## src/rtl/strobe_steer_pkg.sv

```systemverilog
// Package: shared types for the strobe steering block.
// Assumes: nothing beyond IEEE 1800-2017.
package strobe_steer_pkg;
    // Operating state chosen each cycle
    typedef enum logic [1:0] {
        SS_IDLE    = 2'd0,
        SS_ACCESS  = 2'd1,
        SS_REFRESH = 2'd2
    } steer_mode_e;
endpackage

```

## src/rtl/steer_mode_sel.sv

```systemverilog
// Module: picks idle, access or refresh from chip select and refresh request.
// Assumes: PAIRED=1 forbids refresh overlapping an access (access wins);
//          PAIRED=0 lets refresh preempt an access.
module steer_mode_sel
    import strobe_steer_pkg::*;
#(
    parameter bit PAIRED = 1'b0
) (
    input  logic        cs_n,
    input  logic        refresh,
    output steer_mode_e mode
);
    // Resolve precedence between refresh and access
    always_comb begin
        if (refresh && (cs_n || !PAIRED)) begin
            mode = SS_REFRESH;
        end else if (!cs_n) begin
            mode = SS_ACCESS;
        end else begin
            mode = SS_IDLE;
        end
    end
endmodule

```

## src/rtl/steer_bank_decode.sv

```systemverilog
// Module: turns the bank select into a per-line enable mask.
// Assumes: NUM_RAS is even; in paired form the top select bit picks a half.
module steer_bank_decode #(
    parameter int NUM_RAS = 4,
    parameter bit PAIRED  = 1'b0,
    localparam int SEL_W  = $clog2(NUM_RAS),
    localparam int HALF   = NUM_RAS / 2
) (
    input  logic [SEL_W-1:0]   bank_sel,
    output logic [NUM_RAS-1:0] enable
);
    generate
        if (PAIRED) begin : g_pair
            // Enable the half addressed by the top select bit
            always_comb begin
                for (int i = 0; i < NUM_RAS; i++) begin
                    enable[i] = ((i / HALF) == int'(bank_sel[SEL_W-1]));
                end
            end
        end else begin : g_single
            // Enable exactly the addressed line
            always_comb begin
                for (int i = 0; i < NUM_RAS; i++) begin
                    enable[i] = (i == int'(bank_sel));
                end
            end
        end
    endgenerate
endmodule

```

## src/rtl/strobe_steer.sv

```systemverilog
// Module: registered steering of row/column/write strobes to a banked array.
// Assumes: all strobes active low; outputs lag inputs by one clock;
//          synchronous active-low reset drives every strobe inactive.
module strobe_steer
    import strobe_steer_pkg::*;
#(
    parameter int NUM_RAS = 4,
    parameter bit PAIRED  = 1'b0,
    localparam int SEL_W  = $clog2(NUM_RAS)
) (
    input  logic               clk,
    input  logic               rst_n,
    input  logic               ras_in_n,
    input  logic               cas_in_n,
    input  logic               wr_in_n,
    input  logic               rowsel,
    input  logic               cs_n,
    input  logic               refresh,
    input  logic [SEL_W-1:0]   bank_sel,
    output logic [NUM_RAS-1:0] ras_n,
    output logic               cas_n,
    output logic               we_n
);
    steer_mode_e        mode;
    logic [NUM_RAS-1:0] bank_en;
    logic [NUM_RAS-1:0] ras_nx;
    logic               cas_nx;
    logic               we_nx;

    steer_mode_sel #(.PAIRED(PAIRED)) u_mode (
        .cs_n    (cs_n),
        .refresh (refresh),
        .mode    (mode)
    );

    steer_bank_decode #(.NUM_RAS(NUM_RAS), .PAIRED(PAIRED)) u_dec (
        .bank_sel (bank_sel),
        .enable   (bank_en)
    );

    // Next strobe levels for the current mode
    always_comb begin
        ras_nx = '1;
        cas_nx = 1'b1;
        we_nx  = 1'b1;
        unique case (mode)
            SS_REFRESH: ras_nx = {NUM_RAS{ras_in_n}};
            SS_ACCESS: begin
                ras_nx = ~(bank_en & {NUM_RAS{~ras_in_n}});
                cas_nx = rowsel | cas_in_n;
                we_nx  = wr_in_n;
            end
            default: ;
        endcase
    end

    // Register outputs; reset parks all strobes inactive
    always_ff @(posedge clk) begin
        if (!rst_n) begin
            ras_n <= '1;
            cas_n <= 1'b1;
            we_n  <= 1'b1;
        end else begin
            ras_n <= ras_nx;
            cas_n <= cas_nx;
            we_n  <= we_nx;
        end
    end

    // ---------------- assertions ----------------
    logic past_ok;
    // Marks that one edge has passed so $past is meaningful
    always_ff @(posedge clk) past_ok <= 1'b1;


    reset_idle_chk: assert property (@(posedge clk)
        (past_ok === 1'b1) && !$past(rst_n) |-> (&ras_n && cas_n && we_n));


    row_blocks_cas_chk: assert property (@(posedge clk) disable iff (!rst_n)
        (past_ok === 1'b1) && $past(rst_n) && $past(rowsel) |-> cas_n);


    deselect_idle_chk: assert property (@(posedge clk) disable iff (!rst_n)
        (past_ok === 1'b1) && $past(rst_n) && $past(!refresh && cs_n)
        |-> (&ras_n && cas_n && we_n));


    refresh_all_chk: assert property (@(posedge clk) disable iff (!rst_n)
        (past_ok === 1'b1) && $past(rst_n) && $past(refresh && (cs_n || !PAIRED))
        |-> (ras_n == {NUM_RAS{$past(ras_in_n)}} && cas_n && we_n));


    single_bank_chk: assert property (@(posedge clk) disable iff (!rst_n)
        (past_ok === 1'b1) && !PAIRED && $past(rst_n) && $past(!refresh)
        |-> $onehot0(~ras_n));


    pair_bank_chk: assert property (@(posedge clk) disable iff (!rst_n)
        (past_ok === 1'b1) && PAIRED && $past(rst_n) && $past(!refresh || !cs_n)
        |-> ($countones(~ras_n) == 0 || $countones(~ras_n) == 2));
endmodule

```

## config.mk

```make
export PLATFORM = sky130hd
export DESIGN_NAME = strobe_steer
export DESIGN_NICKNAME = d
export VERILOG_FILES = /design/src/rtl/strobe_steer_pkg.sv /design/src/rtl/steer_mode_sel.sv /design/src/rtl/steer_bank_decode.sv /design/src/rtl/strobe_steer.sv
export SDC_FILE = /design/constraint.sdc
export NUM_CORES = 1
export LEC_CHECK = 0
export ABC_CLOCK_PERIOD_IN_PS = 2290
export BUFFER_PORTS_ARGS = -buffer_cell sky130_fd_sc_hd__buf_2
export CORE_AREA = 3 3 40 42
export CTS_CLUSTER_SIZE = 24
export DETAILED_ROUTE_END_ITERATION = 10
export DIE_AREA = 0 0 43 45
export PLACE_DENSITY = 0.55
export SLEW_MARGIN = 20
export SYNTH_ARGS = -nofsm -noshare
export SYNTH_HDL_FRONTEND = slang
export SYNTH_HIERARCHICAL = 1
export SYNTH_SLANG_ARGS = --single-unit
```

## constraint.sdc

```tcl
create_clock -name clk -period 2.29 [get_ports clk]
set_input_delay 0.229 -clock clk [delete_from_list [all_inputs] [get_ports clk]]
set_output_delay 0.229 -clock clk [all_outputs]
set_load 0.01 [all_outputs]
```

# After elaboration in Yosys (flattened, before gate mapping)

Cells that the tools add are included.

Register bits: 6
Bits in latches: 0
RAM bits: 0
Memory bits (read-only): 0
Output and inout port bits: 6
Word-level logic and storage cells: 17
Memories: 0

Add/subtract/negate cells: 0
$mul: 0
Divide/modulo/power cells: 0
Magnitude comparators: 0
Eq/ne operators: 5
Shift-type cells: 0
Mux-type cells: 3
Bitwise operators: 4
Reduce and logical (&&, ||, !) cells: 2

Operator list:

| kind                                                 | number |
|---|---|
| case mux 4 bit (2 select lines)                      | 1 |
| bitwise AND 4 bit                                    | 1 |
| equality test 2 bit (first input constant)           | 2 |
| NOT 4 bit                                            | 1 |
| equality test 1 x 2 -> 1 bit (first input constant)  | 1 |
| equality test 2 x 1 -> 1 bit (second input constant) | 1 |
| equality test 2 bit (second input constant)          | 1 |
| zero test 2 bit                                      | 1 |
| 2-to-1 mux 2 bit                                     | 1 |
| AND reduction 2 bit                                  | 1 |
| 2-to-1 mux 1 bit                                     | 1 |
| NOT 1 bit                                            | 1 |
| OR 1 bit                                             | 1 |

# Depth between registers and ports, before layout

Gate-level depths: netlist of run 1.

Word-level depth: 4
Mapped depth: 5

# Modules after synthesis

The synthesis of run 1 kept the hierarchy.

By module, submodules not included:

| module            | instances | cells an instance | area an instance (µm²) |
|---|---|---|---|
| strobe_steer      | 1         | 27                | 241.5 |
| steer_bank_decode | 1         | 4                 | 26.3 |
| steer_mode_sel    | 1         | 2                 | 11.3 |

# Least setup slack after synthesis of run 1

OpenSTA, ideal clock, no wires.

Path type: input -> register
Start point: in refresh
End point: reg ras_n[0]
Library setup time: 0.121 ns
Arrival: 0.965 ns
Required time: 2.169 ns
Slack: 1.205 ns
Stages: 5
Path buffers: 0
Cell sequence: nor2_1 -> inv_1 -> ha_1 -> and2b_1 -> o21ai_1

Cells in the longest elaborated chain, start to end: 3
Elaborated cells between the ends (all ways): 4
Those cells by class: eq/ne (2); mux (2)

Ends and longest elaborated chain:

| element                                                             | RTL line             | text |
|---|---|---|
| start: declaration                                                  | strobe_steer.sv:18   | `input logic refresh,` |
| 2-to-1 mux 2 bit (*)                                                | steer_mode_sel.sv:15 | `if (refresh && (cs_n \|\| !PAIRED)) begin` |
| equality test 2 x 1 -> 1 bit or equality test 2 bit (tied branches) | strobe_steer.sv:46   | `unique case (mode)` |
| case mux 4 bit (2 select lines) (*)                                 | strobe_steer.sv:46   |  |
| end signal: assignment                                              | strobe_steer.sv:64   | `ras_n <= ras_nx;` |
| end: declaration                                                    | strobe_steer.sv:20   | `output logic [NUM_RAS-1:0] ras_n,` |

Mark *: on every way between the ends. The rest lies on a longest branch, timed or not.
A chain may end at the register's enable or synchronous reset.

# Worst setup path after layout of run 1

Start point: in refresh
End point: reg ras_n[2]

Cells in the longest elaborated chain, start to end: 3
Elaborated cells between the ends (all ways): 4
Those cells by class: eq/ne (2); mux (2)

Ends and longest elaborated chain:

| element                                                             | RTL line             | text |
|---|---|---|
| 2-to-1 mux 2 bit (*)                                                | steer_mode_sel.sv:15 |  |
| named net mode[0]                                                   | strobe_steer.sv:24   | `steer_mode_e mode;` |
| equality test 2 x 1 -> 1 bit or equality test 2 bit (tied branches) | strobe_steer.sv:46   |  |
| case mux 4 bit (2 select lines) (*)                                 | strobe_steer.sv:46   |  |

The timed path passes the listed nets; every way through them passes the cells marked *.

==> flow_summary.toml, run 1 <==
[run_status]
status = "finished clean"

[floorplan]
die_w_um = 43
start_util = 0.2171
die_area_um2 = 1935
rows = 13
die_h_um = 45
io-pin-count = 16
core_area_um2 = 1285

[yosys]
ys_seq_elements = 6
synth_flop_cell = "dfxtp_1"
synth_common_cells = "dfxtp_1 (6), inv_1 (6), a21oi_1 (4)"
yosysWarnings = 6
ys_async_sr_fraction = 0
synth_top_area_frac = 0.4305
syn_inst = 33
synth_area_per_cell_um2 = 8.455
ys_seq_area_frac = 0.4305
post_synth_num_cell_types = 15
syn_area_um2 = 279.0
synth_nets = 45
synthTopCellsByArea = "dfxtp_1 (43%), ha_1 (9.0%), inv_1 (8.1%)"
synth_edf_count = 0
synth_top_area_cell = "dfxtp_1"

[sta]
slew_headroom = 0.8407
period_share = 0.4493
setup_viol = 0
drv_slew = 0
fin_crit_ns = 1.029
rsz0062_at_grt = "false"
setup_slack_ns = 1.261
final_hold_viol_count = 0
tightest_slew_ns = 0.2390
max_freq_mhz = 971.9
fin_setup_tns_ns = 0

[pwr]
comb_power_share = 0.160
power_density_nw_per_um2 = 621.9
p_leak_nw = 0.1846
finalPower_uw = 241.2
internal_power_uw = 188.6
switchingPower_uw = 52.56
pwr-share-seq = 0.465
pwr-share-clk = 0.375
p_sw_frac = 0.2179
ir_worst_vdd_mv = 0.1135

[clock_network]
cts_made_buffers = 3
cts-htree-levels = 1
clk_pin_slew_ns = 0.04
clock-sinks = 6
root_buffer = "clkbuf_4"
cts_setup_buffers = 0
ctsHoldBuffers = 0
cts.path.max_buffers = 2
cts_tree = "yes"
cts_resized = 0

[detailed_routing]
ant_nets = 0
drt_pass1_iterations = 1
viasPerCell = 3.815
drt_iter0_drc = 0
wl_um = 483
wl_per_cell_um = 7.431
drc = 0
vias = 248

[grt]
grt_overflow_total = 0
grt_pass1_wl_um = 745
track_usage = 0.05676
grt_antenna_before_repair = 0
grt_pass1_vias = 211
grt_max_degree = 8

[job]
max_cap_violations = 0

[worst_setup_path]
crit_required_ns = 2.41
start_kind = "primary input"
cp-end-kind = "flop"
setup.worst_path.class = "primary input to flop"
arrival_ns = 1.15
worstPathMaxFanout = 4

[layout]
syn_to_final_growth_pct = 39.01
diodes = 0
drive_gt1_frac = 0.4400
fillCellCount = 148
num-nets-final = 64
final_util = 0.3019

[min_path]
min_to = "we_n$_SDFF_PN1_"
hold_depth = 2
hold_class = "primary input to flop"
hold_start = "wr_in_n"

[placed_design]
dp_hpwl_um = 429.9
preCtsSetupSlack_ns = 1.002
numPortBuffers = 15
place.gp.congestion = 0.6608
state kept, by name (all words and copies together), names as in the netlist:
register  cells
cas_n         1
ras_n         4
we_n          1
placed cells by master, fill, tap and decap left out:
| cell | Yosys | routed |
|---|---|---|
| a21oi_1 | 4 | 4 |
| and2_2 | 1 | 1 |
| and2b_1 | 1 | 1 |
| and2b_2 | 1 | 1 |
| buf_2 | 0 | 15 |
| clkbuf_4 | 0 | 3 |
| dfxtp_1 | 6 | 6 |
| ha_1 | 2 | 2 |
| inv_1 | 6 | 6 |
| nand3_1 | 1 | 1 |
| nand3b_1 | 1 | 1 |
| nor2_1 | 3 | 3 |
| nor2_2 | 1 | 1 |
| nor2b_1 | 1 | 1 |
| o21ai_1 | 3 | 3 |
| o21ai_2 | 1 | 1 |
through the flow:
step | std cells | area, um^2 | hold WS, ns
6_report | 65 | 387.9 | 0.1812
3_3_place_gp | 62 | 365.4 | 0.4231
5_1_grt | 65 | 387.9 | 0.1858
4_1_cts | 65 | 387.9 | 0.1718
2_1_floorplan | 33 | 279.0 | 0.3121
3_5_place_dp | 62 | 365.4 | 0.4234
worst max path at each step:
stage                 start                   to  slack, ns
floorplan           refresh  ras_n[0]$_SDFF_PN1_       1.20
global placement    refresh  ras_n[1]$_SDFF_PN1_       1.02
detailed placement  refresh  ras_n[2]$_SDFF_PN1_       1.00
CTS                 refresh  ras_n[2]$_SDFF_PN1_       1.26
global route        refresh  ras_n[1]$_SDFF_PN1_       1.17
finish              refresh  ras_n[2]$_SDFF_PN1_       1.26
power groups by stage:
stage               Combinational [mW]  Clock (mW)  Sequential, mW
global placement                0.0386           0           0.114
global route                    0.0442      0.0986           0.113
floorplan                       0.0193           0           0.117
finish                          0.0387      0.0904           0.112
CTS                             0.0395      0.0971           0.112
detailed placement              0.0394           0           0.114
area by class of cell:
class / count / area [um^2] / share of cell area
Tap cell: 15 / 18.77 / 0.04839
Multi-Input combinational cell: 20 / 128.9 / 0.3323
Sequential cell: 6 / 120.1 / 0.3097
Clock buffer: 3 / 22.52 / 0.05806
Inverter: 6 / 22.52 / 0.05806
Timing Repair Buffer: 15 / 75.07 / 0.1935
metal layers:
metal	track usage	up-vias	part of all wire
li1	-	138	-
met2	0.06587	11	0.46
met1	0.06311	99	0.41
met4	0.1084	0	0
met3	0.007968	0	0.13
met5	0	-	0
kinds of logic after synthesis:
kind of cell    count (synthesis)  share of synthesized area
simple gates                   10                     0.2153
compound gates                  8                     0.1569
flops                           6                     0.4305
buf+inv                         7                     0.1076
fa+ha+maj                       2                    0.08967
critical path: stages:
cell	delay (ns)
buf_2	0.11
nor2_1	0.14
inv_1	0.06
ha_1	0.28
and2b_1	0.25
o21ai_1	0.08
(Power assumes the default switching activity.)
==> run 2: changes to the inputs <==
- ABC_CLOCK_PERIOD_IN_PS: 2290 -> 950
- clock period: 2.29 -> 0.95 ns (I/O delays scaled with it)
==> flow_summary.toml, run 2 (synthesized netlist as in run 1, its figures left out) <==
[floorplan]
core_area_um2 = 1285
io-pin-count = 16
die_h_um = 45
die_area_um2 = 1935
rows = 13
start_util = 0.2171
die_w_um = 43

[grt]
grt_overflow_total = 0
track_usage = 0.04929
grt_pass1_wl_um = 662
grt_pass1_vias = 180
grt_max_degree = 8
grt_antenna_before_repair = 0

[layout]
largest_reg_flops = 4
drive_gt1_frac = 0.4808
fin_cells = 67
register_area_um2 = 120.1
final_cell_mix = "buf_2 (15), inv_1 (6), dfxtp_1 (6)"
fillCellCount = 145
diodes = 0
regMostFlops = "ras_n"
multi_input_area_um2 = 131.4
reg.largest.list = "ras_n: 4 flops, cas_n: 1 flops, we_n: 1 flops"
syn_to_final_growth_pct = 45.29
layout_commonest_cell = "buf_2"
num-nets-final = 66

[sta]
final_hold_viol_count = 0
setup_viol = 0
period_share = 0.8909
rsz0062_at_grt = "false"
timing.hold.ws_ns = 0.04236
slew_headroom = 0.8390
setup_slack_ns = 0.1036
tightest_slew_ns = 0.2415
drv_slew = 0
max_freq_mhz = 1182
fin_setup_tns_ns = 0
fin_crit_ns = 0.8464

[worst_setup_path]
setup.worst_path.class = "primary input to flop"
cpPeakStageDelay_ns = 0.27
cp-end-kind = "flop"
crit_family = "simple AND/OR/NAND/NOR gates"
crit_path_top_delay_cell = "ha_1"
worstPathMaxFanout = 4
worstPathCellList = "buf_2 > nor2_2 > inv_1 > ha_1 > and2b_1 > o21ai_1"
crit_buf_inv = 2
start_kind = "primary input"
arrival_ns = 0.97
crit_required_ns = 1.07
startpoint = "refresh"

[placed_design]
dp_hpwl_um = 398.1
numPortBuffers = 15
dp.cells = 64
place.gp.congestion = 0.7141
preCtsSetupSlack_ns = -0.1554

[clock_network]
cts_made_buffers = 3
root_buffer = "clkbuf_4"
cts_tree = "yes"
cts-htree-levels = 1
clock-sinks = 6
cts_setup_buffers = 0
ctsHoldBuffers = 0
cts.path.max_buffers = 2
cts_resized = 0
clk_pin_slew_ns = 0.04

[job]
max_cap_violations = 0

[run_status]
status = "finished clean"

[detailed_routing]
wl_per_cell_um = 6.881
ant_nets = 0
vias = 246
drt_pass1_iterations = 2
viasPerCell = 3.672
drt_iter0_drc = 1
wl_um = 461
drc = 0

[pwr]
power_density_nw_per_um2 = 1463
p_leak_nw = 0.1945
ir_worst_vdd_mv = 0.3009

[min_path]
hold_class = "primary input to flop"
hold_start = "wr_in_n"
==> run 2: final timing paths <==
| path | depth (start not counted) | end |
|---|---|---|
| setup / recovery | 6 | ras_n[2]$_SDFF_PN1_ |
| hold / removal | 2 | we_n$_SDFF_PN1_ |
==> run 2: power by group <==
| part | switching (mW) | internal, mW |
|---|---|---|
| sequential | 0.00248 | 0.267 |
| combinational | 0.0495 | 0.0508 |
| clock | 0.0810 | 0.142 |
| total | 0.133 | 0.460 |
==> run 2: area by class of cell <==
| cell class | count | area share |
|---|---|---|
| multi-input combinational | 20 | 0.3241 |
| tap | 15 | 0.04630 |
| clock buffer | 3 | 0.05556 |
| sequential | 6 | 0.2963 |
| timing repair buffer | 17 | 0.2222 |
| inverter | 6 | 0.05556 |
==> run 2: metal layers <==
metal / wire length [um] / share of wire / global-route usage / up-vias
li1: - / - / - / 141
met1: 207 / 0.45 / 0.05839 / 90
met2: 175 / 0.38 / 0.05090 / 13
met3: 62 / 0.13 / 0.01195 / 2
met4: 15 / 0.033 / 0.09036 / 0
met5: 0 / 0 / 0 / -
==> run 2: through the flow <==
stage / power [mW] / area, um^2 / util
after detailed placement: 0.3761 / 382.9 / 0.2980
after global routing: 0.6254 / 405.4 / 0.3155
after floorplan: 0.3302 / 281.5 / -
after CTS: 0.6072 / 405.4 / 0.3155
after global placement: 0.3752 / 382.9 / 0.2980
final: 0.5933 / 405.4 / 0.3155
==> run 3: changes to the inputs <==
- CELL_PAD_IN_SITES_DETAIL_PLACEMENT: unset -> 1
- CELL_PAD_IN_SITES_GLOBAL_PLACEMENT: unset -> 1
- PLACE_DENSITY: 0.55 -> 0.7
- SETUP_SLACK_MARGIN: unset -> 0.02
==> flow_summary.toml, run 3 (synthesized netlist as in run 1, its figures left out) <==
[run_status]
status = "finished clean"

[pwr]
power_density_nw_per_um2 = 1495
internal_power_uw = 460.6
switchingPower_uw = 145.4
ir_worst_vdd_mv = 0.2329
finalPower_uw = 606.0
p_leak_nw = 0.1945
pwr-share-clk = 0.387
p_sw_frac = 0.2399
pwr-share-seq = 0.445
comb_power_share = 0.168

[detailed_routing]
drt_pass1_iterations = 1
ant_nets = 0
viasPerCell = 3.925
wl_um = 575
drc = 0
drt_iter0_drc = 0
wl_per_cell_um = 8.582
vias = 263

[clock_network]
cts_setup_buffers = 0
clk_pin_slew_ns = 0.05
cts_resized = 0
cts.path.max_buffers = 2
cts_tree = "yes"
clock-sinks = 6
cts_made_buffers = 3
cts-htree-levels = 1
root_buffer = "clkbuf_4"
ctsHoldBuffers = 0

[sta]
slew_headroom = 0.8352
max_freq_mhz = 1190
rsz0062_at_grt = "false"
setup_slack_ns = 0.1096
drv_slew = 0
fin_crit_ns = 0.8404
period_share = 0.8846
fin_setup_tns_ns = 0
tightest_slew_ns = 0.2472
final_hold_viol_count = 0
setup_viol = 0

[job]
max_cap_violations = 0

[floorplan]
core_area_um2 = 1285
die_w_um = 43
start_util = 0.2171
die_area_um2 = 1935
die_h_um = 45
rows = 13
io-pin-count = 16

[grt]
track_usage = 0.07244
grt_antenna_before_repair = 0
grt_max_degree = 8
grt_overflow_total = 0
grt_pass1_vias = 270
grt_pass1_wl_um = 979

[layout]
syn_to_final_growth_pct = 45.29
regMostFlops = "ras_n"
largest_reg_flops = 4
final_util = 0.3155
diodes = 0
fillCellCount = 164
num-nets-final = 66
layout_commonest_cell = "buf_2"
final_cell_mix = "buf_2 (15), inv_1 (6), dfxtp_1 (6)"
drive_gt1_frac = 0.4808
reg.largest.list = "ras_n: 4 flops, cas_n: 1 flops, we_n: 1 flops"
fin_cells = 67

[placed_design]
dp_hpwl_um = 492.6
place.gp.congestion = 0.5806
numPortBuffers = 15
dp.cells = 64
preCtsSetupSlack_ns = -0.1510

[min_path]
hold_class = "primary input to flop"

[worst_setup_path]
worstPathMaxFanout = 4
cp-end-kind = "flop"
setup.worst_path.class = "primary input to flop"
crit_family = "simple AND/OR/NAND/NOR gates"
start_kind = "primary input"
crit_buf_inv = 2
cpPeakStageDelay_ns = 0.27
worstPathCellList = "buf_2 > nor2_2 > inv_1 > ha_1 > and2b_1 > o21ai_1"
crit_path_top_delay_cell = "ha_1"
arrival_ns = 0.96
crit_required_ns = 1.07
[run 3: stage by stage]
stage	cell area, um^2	hold slack (ns)
after floorplan	281.5	0.1781
after CTS	405.4	0.04474
after global routing	405.4	0.05413
final	405.4	0.04545
after global placement	382.9	0.2895
after detailed placement	382.9	0.3007
[run 3: final timing paths]
check	to	slack, ns	depth (start not counted)	from
max	ras_n[2]$_SDFF_PN1_	0.11	6	refresh
min	cas_n$_SDFF_PN1_	0.05	3	rowsel
[run 3: power groups by stage]
stage	clock, mW	sequential [mW]	combinational (mW)
CTS	0.240	0.270	0.104
global placement	0	0.274	0.101
finish	0.235	0.270	0.102
floorplan	0	0.283	0.0470
detailed placement	0	0.274	0.104
global route	0.256	0.271	0.115
[run 3: tightest hold or removal path, cell delays in order]
cell and delay [ns]:
buf_2 0.07, nor2_1 0.03, nand3_1 0.06
[run 3: final cells by class]
cell class              instances  area, um^2  area share
clock buffers                   3       22.52     0.05556
inverters                       6       22.52     0.05556
multi-input cells              20       131.4      0.3241
flip-flops and latches          6       120.1      0.2963
well taps                      15       18.77     0.04630
repair buffers                 17       90.09      0.2222
[run 3: routing by layer]
layer  GRT usage  share of wire  vias up
met5           0              0        -
met4      0.1084          0.037        0
met3    0.003984          0.083        2
met2      0.1198           0.49       10
met1     0.06747           0.39      107
li1            -              -      144
